## src/rtl/twr_pkg.sv

```systemverilog
package twr_pkg;

    typedef enum logic [3:0] {
        ST_IDLE,
        ST_DEVADR,
        ST_DEVACK,
        ST_PTRHI,
        ST_ACKHI,
        ST_PTRLO,
        ST_ACKLO,
        ST_WRDAT,
        ST_ACKWR,
        ST_RDDAT,
        ST_RDACK,
        ST_SKIP
    } twr_state_e;

    localparam int TWR_BYTE_BITS = 8;
    localparam int TWR_PTR_BITS  = 16;

endpackage

```

## src/rtl/twr_sync.sv

```systemverilog
module twr_sync #(
    parameter int STAGES = 2
) (
    input  logic clk,
    input  logic rst_n,
    input  logic scl_raw,
    input  logic sda_raw,
    output logic scl_q,
    output logic sda_q,
    output logic scl_rise,
    output logic scl_fall,
    output logic start_seen,
    output logic stop_seen
);

    logic [1:0] raw;
    logic [1:0] synced;
    logic [1:0] prev;

    assign raw = {sda_raw, scl_raw};

    for (genvar g = 0; g < 2; g++) begin : g_line
        logic [STAGES-1:0] chain;
        always_ff @(posedge clk or negedge rst_n) begin
            if (!rst_n) chain <= '1;
            else        chain <= {chain[STAGES-2:0], raw[g]};
        end
        assign synced[g] = chain[STAGES-1];
    end

    always_ff @(posedge clk or negedge rst_n) begin
        if (!rst_n) prev <= 2'b11;
        else        prev <= synced;
    end

    assign scl_q      = synced[0];
    assign sda_q      = synced[1];
    assign scl_rise   = synced[0] & ~prev[0];
    assign scl_fall   = ~synced[0] & prev[0];
    assign start_seen = synced[0] & prev[0] & prev[1] & ~synced[1];
    assign stop_seen  = synced[0] & prev[0] & ~prev[1] & synced[1];

endmodule

```

## src/rtl/twr_regbank.sv

```systemverilog
module twr_regbank #(
    parameter int DEPTH   = 8,
    parameter int DW      = 8,
    parameter int AW      = 16,
    parameter int RST_IDX = 0
) (
    input  logic          clk,
    input  logic          rst_n,
    input  logic          wr_en,
    input  logic [AW-1:0] addr,
    input  logic [DW-1:0] wdata,
    output logic [DW-1:0] rdata,
    output logic          soft_rst
);

    localparam int IW = (DEPTH > 1) ? $clog2(DEPTH) : 1;

    logic [DW-1:0] mem [DEPTH];
    logic          hit;
    logic [IW-1:0] idx;
    logic          do_srst;

    assign hit     = (addr < AW'(DEPTH));
    assign idx     = addr[IW-1:0];
    assign do_srst = wr_en && hit && (idx == IW'(RST_IDX)) && wdata[0];

    always_ff @(posedge clk or negedge rst_n) begin
        if (!rst_n) begin
            for (int i = 0; i < DEPTH; i++) mem[i] <= '0;
        end else if (do_srst) begin
            for (int i = 0; i < DEPTH; i++) mem[i] <= '0;
        end else if (wr_en && hit) begin
            mem[idx] <= wdata;
        end
    end

    always_ff @(posedge clk or negedge rst_n) begin
        if (!rst_n) soft_rst <= 1'b0;
        else        soft_rst <= do_srst;
    end

    always_comb begin
        rdata = '0;
        if (hit) begin
            rdata = mem[idx];
            if (idx == IW'(RST_IDX)) rdata[0] = 1'b0;
        end
    end

endmodule

```

## src/rtl/twowire_regslave.sv

```systemverilog
module twowire_regslave #(
    parameter int         DEPTH    = 8,
    parameter logic [6:0] ADDR_PRI = 7'h10,
    parameter logic [6:0] ADDR_ALT = 7'h18,
    parameter int         SYNC_LEN = 2
) (
    input  logic clk,
    input  logic rst_n,
    input  logic scl_in,
    input  logic sda_in,
    input  logic addr_sel,
    output logic sda_oe,
    output logic soft_rst_pulse
);
    import twr_pkg::*;

    localparam int BW = TWR_BYTE_BITS;
    localparam int PW = TWR_PTR_BITS;

    logic scl_q, sda_q, scl_rise, scl_fall, start_seen, stop_seen;
    twr_state_e state, nxt;
    logic [3:0]    cnt;
    logic [BW-1:0] shreg;
    logic [BW-1:0] ptr_hi;
    logic [PW-1:0] ptr;
    logic          nack_seen;
    logic          byte_done;
    logic          addr_hit;
    logic [6:0]    my_addr;
    logic          wr_fire;
    logic [BW-1:0] rd_data;

    twr_sync #(.STAGES(SYNC_LEN)) u_sync (
        .clk(clk), .rst_n(rst_n), .scl_raw(scl_in), .sda_raw(sda_in),
        .scl_q(scl_q), .sda_q(sda_q), .scl_rise(scl_rise), .scl_fall(scl_fall),
        .start_seen(start_seen), .stop_seen(stop_seen)
    );

    assign my_addr   = addr_sel ? ADDR_ALT : ADDR_PRI;
    assign byte_done = (cnt == 4'd8);
    assign addr_hit  = (shreg[7:1] == my_addr);
    assign wr_fire   = (state == ST_WRDAT) && scl_fall && byte_done && !start_seen && !stop_seen;

    twr_regbank #(.DEPTH(DEPTH), .DW(BW), .AW(PW), .RST_IDX(0)) u_bank (
        .clk(clk), .rst_n(rst_n), .wr_en(wr_fire), .addr(ptr),
        .wdata(shreg), .rdata(rd_data), .soft_rst(soft_rst_pulse)
    );

    // state register
    always_ff @(posedge clk or negedge rst_n) begin
        if (!rst_n) state <= ST_IDLE;
        else        state <= nxt;
    end

    // transitions
    always_comb begin
        nxt = state;
        if (stop_seen) begin
            nxt = ST_IDLE;
        end else if (start_seen) begin
            nxt = ST_DEVADR;
        end else begin
            unique case (state)
                ST_IDLE, ST_SKIP: nxt = state;
                ST_DEVADR: if (scl_fall && byte_done) nxt = addr_hit ? ST_DEVACK : ST_SKIP;
                ST_DEVACK: if (scl_fall) nxt = shreg[0] ? ST_RDDAT : ST_PTRHI;
                ST_PTRHI:  if (scl_fall && byte_done) nxt = ST_ACKHI;
                ST_ACKHI:  if (scl_fall) nxt = ST_PTRLO;
                ST_PTRLO:  if (scl_fall && byte_done) nxt = ST_ACKLO;
                ST_ACKLO:  if (scl_fall) nxt = ST_WRDAT;
                ST_WRDAT:  if (scl_fall && byte_done) nxt = ST_ACKWR;
                ST_ACKWR:  if (scl_fall) nxt = ST_WRDAT;
                ST_RDDAT:  if (scl_fall && byte_done) nxt = ST_RDACK;
                ST_RDACK:  if (scl_fall) nxt = nack_seen ? ST_SKIP : ST_RDDAT;
            endcase
        end
    end

    // outputs and datapath
    always_ff @(posedge clk or negedge rst_n) begin
        if (!rst_n) begin
            cnt       <= '0;
            shreg     <= '0;
            ptr_hi    <= '0;
            ptr       <= '0;
            nack_seen <= 1'b0;
            sda_oe    <= 1'b0;
        end else if (stop_seen) begin
            sda_oe <= 1'b0;
        end else if (start_seen) begin
            sda_oe <= 1'b0;
            cnt    <= '0;
        end else begin
            unique case (state)
                ST_IDLE, ST_SKIP: sda_oe <= 1'b0;
                ST_DEVADR, ST_PTRHI, ST_PTRLO, ST_WRDAT: begin
                    if (scl_rise) begin
                        shreg <= {shreg[BW-2:0], sda_q};
                        cnt   <= cnt + 4'd1;
                    end else if (scl_fall && byte_done) begin
                        sda_oe <= (state != ST_DEVADR) || addr_hit;
                        if (state == ST_PTRHI) ptr_hi <= shreg;
                        if (state == ST_PTRLO) ptr    <= {ptr_hi, shreg};
                        if (state == ST_WRDAT) ptr    <= ptr + 1'b1;
                    end
                end
                ST_DEVACK, ST_ACKHI, ST_ACKLO, ST_ACKWR: begin
                    if (scl_fall) begin
                        cnt <= '0;
                        if (state == ST_DEVACK && shreg[0]) begin
                            shreg  <= rd_data;
                            sda_oe <= ~rd_data[BW-1];
                        end else begin
                            sda_oe <= 1'b0;
                        end
                    end
                end
                ST_RDDAT: begin
                    if (scl_rise) begin
                        cnt <= cnt + 4'd1;
                    end else if (scl_fall) begin
                        if (byte_done) begin
                            sda_oe <= 1'b0;
                            ptr    <= ptr + 1'b1;
                        end else begin
                            shreg  <= {shreg[BW-2:0], 1'b0};
                            sda_oe <= ~shreg[BW-2];
                        end
                    end
                end
                ST_RDACK: begin
                    if (scl_rise) begin
                        nack_seen <= sda_q;
                    end else if (scl_fall) begin
                        cnt <= '0;
                        if (!nack_seen) begin
                            shreg  <= rd_data;
                            sda_oe <= ~rd_data[BW-1];
                        end
                    end
                end
            endcase
        end
    end

endmodule

```

## config.mk

```make
export PLATFORM = sky130hd
export DESIGN_NAME = twowire_regslave
export DESIGN_NICKNAME = d
export VERILOG_FILES = /design/src/rtl/twr_pkg.sv /design/src/rtl/twr_sync.sv /design/src/rtl/twr_regbank.sv /design/src/rtl/twowire_regslave.sv
export SDC_FILE = /design/constraint.sdc
export NUM_CORES = 1
export LEC_CHECK = 0
export BUFFER_PORTS_ARGS = -buffer_cell sky130_fd_sc_hd__buf_2
export CORE_UTILIZATION = 50
export CTS_CLUSTER_DIAMETER = 150
export CTS_CLUSTER_SIZE = 25
export DETAILED_ROUTE_END_ITERATION = 7
export GPL_TIMING_DRIVEN = 0
export PLACE_DENSITY_LB_ADDON = 0.1
export SYNTH_ARGS = -nofsm -noshare
export SYNTH_HDL_FRONTEND = slang
export SYNTH_SLANG_ARGS = --single-unit
```

## constraint.sdc

```tcl
create_clock -name clk -period 3.3 [get_ports clk]
set_input_delay 0.495 -clock clk [delete_from_list [all_inputs] [get_ports clk]]
set_output_delay 0.495 -clock clk [all_outputs]
set_load 0.02 [all_outputs]
```

# [After elaboration in Yosys (flattened, before gate mapping)]
# Cells that the tools add are included.
[totals] word_cells=180 reg_bits=113 out_inout_bits=2
[op_classes] add_sub_neg=2 eq_ne=46 bitwise_logic=17 mux=62 magnitude_cmp=3 n_reduce_logical=31
[ops] operator="$mux 64" n=2
[ops] operator="$mux 16" n=7
[ops] operator="$mux 8" n=13
[ops] operator="$mux 4" n=18
[ops] operator="$bwmux 64" n=1
[ops] operator="$ne 4x4->1 const B" n=14
[ops] operator="$pmux 4 s9" n=1
[ops] operator="$pmux 16 s2" n=1
[ops] operator="$pmux 8 s4" n=1
[ops] operator="$bmux 8 s3" n=1
[ops] operator="$demux 8 s3" n=1
[ops] operator="$ne 2x2->1 const B" n=12
[ops] operator="$eq 4x4->1 const B" n=5
[ops] operator="$add 16x1->16 const B" n=1
[ops] operator="$eq 4x3->1 const B" n=4
[ops] operator="$lt 16x4->1 const B" n=1
[ops] operator="$mux 1" n=13
[ops] operator="$pmux 4 s3" n=1
[ops] operator="$reduce_and 12->1" n=1
[ops] operator="$logic_and 1x1->1" n=10
[ops] operator="$reduce_and 10->1" n=1
[ops] operator="$ne 3x3->1 const B" n=3
[ops] operator="$not 1->1" n=9
[ops] operator="$reduce_and 9->1" n=1
[ops] operator="25 further kinds" n=39

# [Logic depth before layout (Yosys ltp)]
[depth] ltp_word=13 depth_mapped=10

# [Modules after synthesis]
# Synthesis repeated with hierarchy kept, for this count alone.
[hier_totals] hier_cells=643 area_unflattened_um2=6299.8
[modules_own_cells] module="twr_regbank" instances=1 seq_area_each_um2=1601.5 area_each_um2=3288.2 cells_each=310
[modules_own_cells] module="twowire_regslave" instances=1 seq_area_each_um2=1051.0 area_each_um2=2821.5 cells_each=323
[modules_own_cells] module="twr_sync" instances=1 seq_area_each_um2=157.7 area_each_um2=190.2 cells_each=10

# [Worst setup path after synthesis]
# No wires, ideal clock.
[synth_timing] kind="register -> register" startpoint="register u_sync.prev[0]" endpoint="register u_bank.mem[24] (netlist name)" t_arrival_ns=2.161 path_slack_ns=1.002 period_less_slack_ns=2.298 setup_ns=0.137 stages_incl_launch_ff=10 path_buffers=3 path_cell_list="dfstp_2 > and2b_1 > buf_4 > nand3_1 > or3_1 > buf_6 > buf_6 > nor3_4 > mux2i_1 > nor2_2"
[synth_via] elab_chain_len=10 word_cells_on_any_way=17 classes_between="mux (1); bitwise (6); reduce/logical (10)"
[synth_lines] item="start, declared" line="twr_sync.sv:18" rtl="logic [1:0] prev;"
[synth_lines] item="start signal, assigned" line="twr_sync.sv:33" rtl="else prev <= synced;"
[synth_lines] item="$and 1x1->1" line="twr_sync.sv:40, twr_sync.sv:41"
[synth_lines] item="$and 1x1->1 (2 in series)" line="twr_sync.sv:40" rtl="assign start_seen = synced[0] & prev[0] & prev[1] & ~synced[1];"
[synth_lines] item="$logic_not 1->1" line="twowire_regslave.sv:42" rtl="assign wr_fire = (state == ST_WRDAT) && scl_fall && byte_done && !start_seen && !stop_seen;"
[synth_lines] item="$logic_and 1x1->1" line="twowire_regslave.sv:42"
[synth_lines] item="$logic_and 1x1->1 (*)" line="twowire_regslave.sv:42"
[synth_lines] item="$logic_and 1x1->1 (*)" line="twr_regbank.sv:25, twr_regbank.sv:32"
[synth_lines] item="$logic_and 1x1->1 (2 in series)" line="twr_regbank.sv:25" rtl="assign do_srst = wr_en && hit && (idx == IW'(RST_IDX)) && wdata[0];"
[synth_lines] item="$mux 64 or $reduce_bool 2->1 (tied branches)"
[synth_lines] item="end signal, assigned by index" line="twr_regbank.sv:33" rtl="mem[idx] <= wdata;"
[synth_lines] item="end, declared" line="twr_regbank.sv:18" rtl="logic [DW-1:0] mem [DEPTH];"
# Every way passes the cells marked *; elsewhere a longest branch is shown, timed or not.
# A chain may end at the register's enable or synchronous reset.

# [Worst setup path after layout]
[layout_timing] startpoint="register ptr[0]" endpoint="register u_bank.mem[25] (netlist name)"
[layout_via] word_cells_on_any_way=15 classes_between="order compare (3); mux (5); bitwise (1); reduce/logical (6)"
[layout_lines] item="start, declared" line="twowire_regslave.sv:25" rtl="logic [PW-1:0] ptr;"
[layout_lines] item="start signal, assigned" line="twowire_regslave.sv:103" rtl="if (state == ST_PTRLO) ptr <= {ptr_hi, shreg};"
[layout_lines] item="start signal, assigned" line="twowire_regslave.sv:104" rtl="if (state == ST_WRDAT) ptr <= ptr + 1'b1;"
[layout_lines] item="start signal, assigned" line="twowire_regslave.sv:124" rtl="ptr <= ptr + 1'b1;"
[layout_lines] item="$lt 16x4->1" line="twr_regbank.sv:23" rtl="assign hit = (addr < AW'(DEPTH));"
[layout_lines] item="$logic_and 1x1->1" line="twr_regbank.sv:25"
[layout_lines] item="$logic_and 1x1->1 (*) (2 in series)" line="twr_regbank.sv:25"
[layout_lines] item="net u_bank.do_srst" line="twr_regbank.sv:21" rtl="logic do_srst;"
[layout_lines] item="$mux 64 or $reduce_bool 2->1 (tied branches)"
# The timed path passes the listed nets; every way through them passes the cells marked *. The select of a mux whose other input is x is not followed.

==> impl_results.md <==
- Status: finished clean
- TritonCTS clock tree: yes
- Number of nets still failing antenna checks after routing: 0
- Total of max-cap violations: 0
- CTS Hold Bufs: 0
- Slew HR: 40.77%
- Die height: 112.6 um
- Commonest non-fill, non-tap cell in the layout: dfrtp_1
- Reg clk slew, reported paths: 50 ps
- Number of global-route vias before repair: 5045
- Post-route cell area: 7005 sq um
- Largest cells by area after synthesis: dfrtp_1, mux2i_1, mux2_2
- Crit path launch type: register
- Final nets: 657
- Routed wire length: 16950 um
- Cell Count, Final, Fillers Out: 808
- Peak supply drop: 0.4177 mV
- Leakage: 2.987 nW
- Critical path type: register to register
- First-pass GRT wire length: 27600 um
- Critical Path RT: 3570 ps
- Hold Path Class: input port to asynchronous set/reset pin
- Htree depth: 4
- Ys Warns: 0
- Via count: 5043
- Fin crit share: 94.56%
- Reg-to-reg endpoint: u_bank.mem[25]$_DFFE_PN0P_
- Synth cell types: 64
- Routed len/inst: 20.98 um
- RR Startpoint: ptr[0]$_DFFE_PN0P_
- Setup TNS: 0 ps
- PortBufs: 6
- Placeable Area: 11960 sq um
- Ant. Diodes: 0
- Initial core utilization: 51.11%
- Final Max Tran Viols: 0
- Site Rows: 40
- Mapped Area: 6113 sq um
- Largest area contributor in the netlist: dfrtp_1
- Power per Cell Area: 791.3 nW/um^2
- Worst reg2reg path depth: 8
- Flops & latches, synth: 113
- Total clock sinks: 113
- Async set-or-reset flop fraction in the synthesized netlist: 100.0%
- R2R Setup Slk: 180 ps
- Clk_lat worst skew: 420 ps
- Top Ports: 7
- DRC viols: 0
- Area Growth Syn to Fin: 14.59%
- Critical Path AT: 3390 ps
- Critical Path Sink: u_bank.mem[25]$_DFFE_PN0P_
- Number of synthesized flops with an enable pin: 0
- Mapped Avg Cell Area: 9.829 sq um
- Post CTS Setup Buffer Count: 0
- Final Hold Violating Endpoints: 0
- Clock root cell: clkbuf_16
- DR vias/cell: 6.241
- CP startpoint: ptr[0]$_DFFE_PN0P_
- Seq/Total Area, Yosys: 46.38%
- Iter 0 DRT Violations: 513
- Placer congestion estimate: 0.9166
- TritonCTS buffer count: 17
- Fmax achieved: 0.3205 GHz
- Syn_nets: 631
- Area after DPL: 6361 sq um
- Total track usage: 29.11%
- Layout cell share with drive strength beyond 1: 16.19%
- Fin Clk Skew: 8.158 ps
- Setup slack at placement: 228.5 ps
- Post-layout min period: 3120 ps
- Number of antenna violations at the first check in global routing: 0
- Worst setup EP type: register
- Share of the synthesized area in the top cell type: 43.80%
- Largest net degree at the start of global routing: 64
- Most frequent cells in the layout: dfrtp_1, nor2_1, mux2i_1, nand2_1, o21ai_0
- Congestion Overflow GR: 0
- Worst-path maximum fanout: 10
- Post-CTS sizing: 0
- Max Buffers Root-to-Sink: 2
- Cells after Synth: 622
- Unrepaired setup endpoints after global routing: false
- Die X: 112.6 um
- Worst Tran Pin Value: 881.8 ps
- Setup violations, final: 0
- Primary FF master, synth: dfrtp_1
- Hpwl dp: 11260 um
- Final worst slack: 179.7 ps
- Die area: 12670 sq um
- Total power: 0.005544 W
- TritonRoute pass-1 iters: 5
- Inst Count DP: 776
[kinds of logic after synthesis]
group,share of synthesized area (%)
buffers and inverters,4.073
AO/OA/AOI/OAI,14.82
flip-flops,46.38
multiplexers,16.03
XOR/XNOR,0.2866
adder cells (fa/ha/maj),0.8187
AND/OR/NAND/NOR,17.60
[Yosys cell counts (4+ instances only)]
library cell and count:
nand2b_1 5, clkbuf_1 35, nor3_4 5, nor2_2 13, and3_1 9, mux2i_1 54, a22o_1 4, mux4_2 8
nand4_1 5, nor3_1 10, nand3_1 21, buf_2 4, a2bb2oi_1 4, inv_1 9, dfstp_2 6, nor4_1 4
o22ai_1 9, a31oi_1 4, a21oi_1 45, o21ai_0 49, nand2_1 51, dfrtp_1 107, nor2_1 67, ha_1 4
mux2_2 23, buf_1 7
[per-layer routing]
layer	up-vias	global-route usage [%]	wire [um]
met1	2516	37.04	7314
met2	190	48.11	8230
met3	33	6.317	948
li1	2304	-	-
met5	-	0	0
met4	0	12.44	456
[power breakdown]
group / leakage [nW] / internal, W / total [W] / switching, W
clock network: 0.322 / 0.00133 / 0.00198 / 0.000651
registers: 1.50 / 0.00162 / 0.00185 / 0.000228
logic: 1.16 / 0.000623 / 0.00172 / 0.00110
[critical path, cell delays in order, from the launching register on]
cell	delay, ps
dfrtp_1	390
clkbuf_1	290
buf_2	350
inv_1	300
ha_1	230
and4_1	230
clkbuf_1	350
buf_1	690
nor2_1	120
[per-stage QoR]
stage                     hold slack (ps)  util (%)
after detailed placement            348.2     53.18
final                               11.01     58.57
after global placement              346.9     52.90
after CTS                           28.86     58.57
after global routing                51.69     58.57
after floorplan                     199.4         -
[cell type report]
class,count,area [sq um]
Clock buffer,24,521.8
Buffer,50,215.2
Fill cell,1040,4956
Timing Repair Buffer,7,63.81
Sequential cell,113,2835
Multi-Input combinational cell,450,3029
Tap cell,147,183.9
Clock inverter,8,122.6
Inverter,9,33.78
[registers in the layout, indices dropped and copies added (netlist names)]
signal and flops:
u_bank.mem 64, ptr 16, ptr_hi 8, shreg 8
cnt 4, state 4, u_sync.g_line.chain 4, u_sync.prev 2
nack_seen 1, sda_oe 1, u_bank.soft_rst 1
[worst min path at each step]
stage	from	endpoint	slack [ps]	depth (start not counted)
after global placement	u_sync.g_line[0].chain[0]$_DFF_PN1_	u_sync.g_line[0].chain[1]$_DFF_PN1_	350	0
after floorplan	rst_n	cnt[0]$_DFFE_PN0P_	200	0
after detailed placement	u_sync.g_line[0].chain[0]$_DFF_PN1_	u_sync.g_line[0].chain[1]$_DFF_PN1_	350	0
after CTS	rst_n	state[3]$_DFFE_PN0P_	30	1
final	rst_n	state[3]$_DFFE_PN0P_	10	1
after global routing	rst_n	state[3]$_DFFE_PN0P_	50	1
Note: power is estimated with default switching activity, not from simulation.
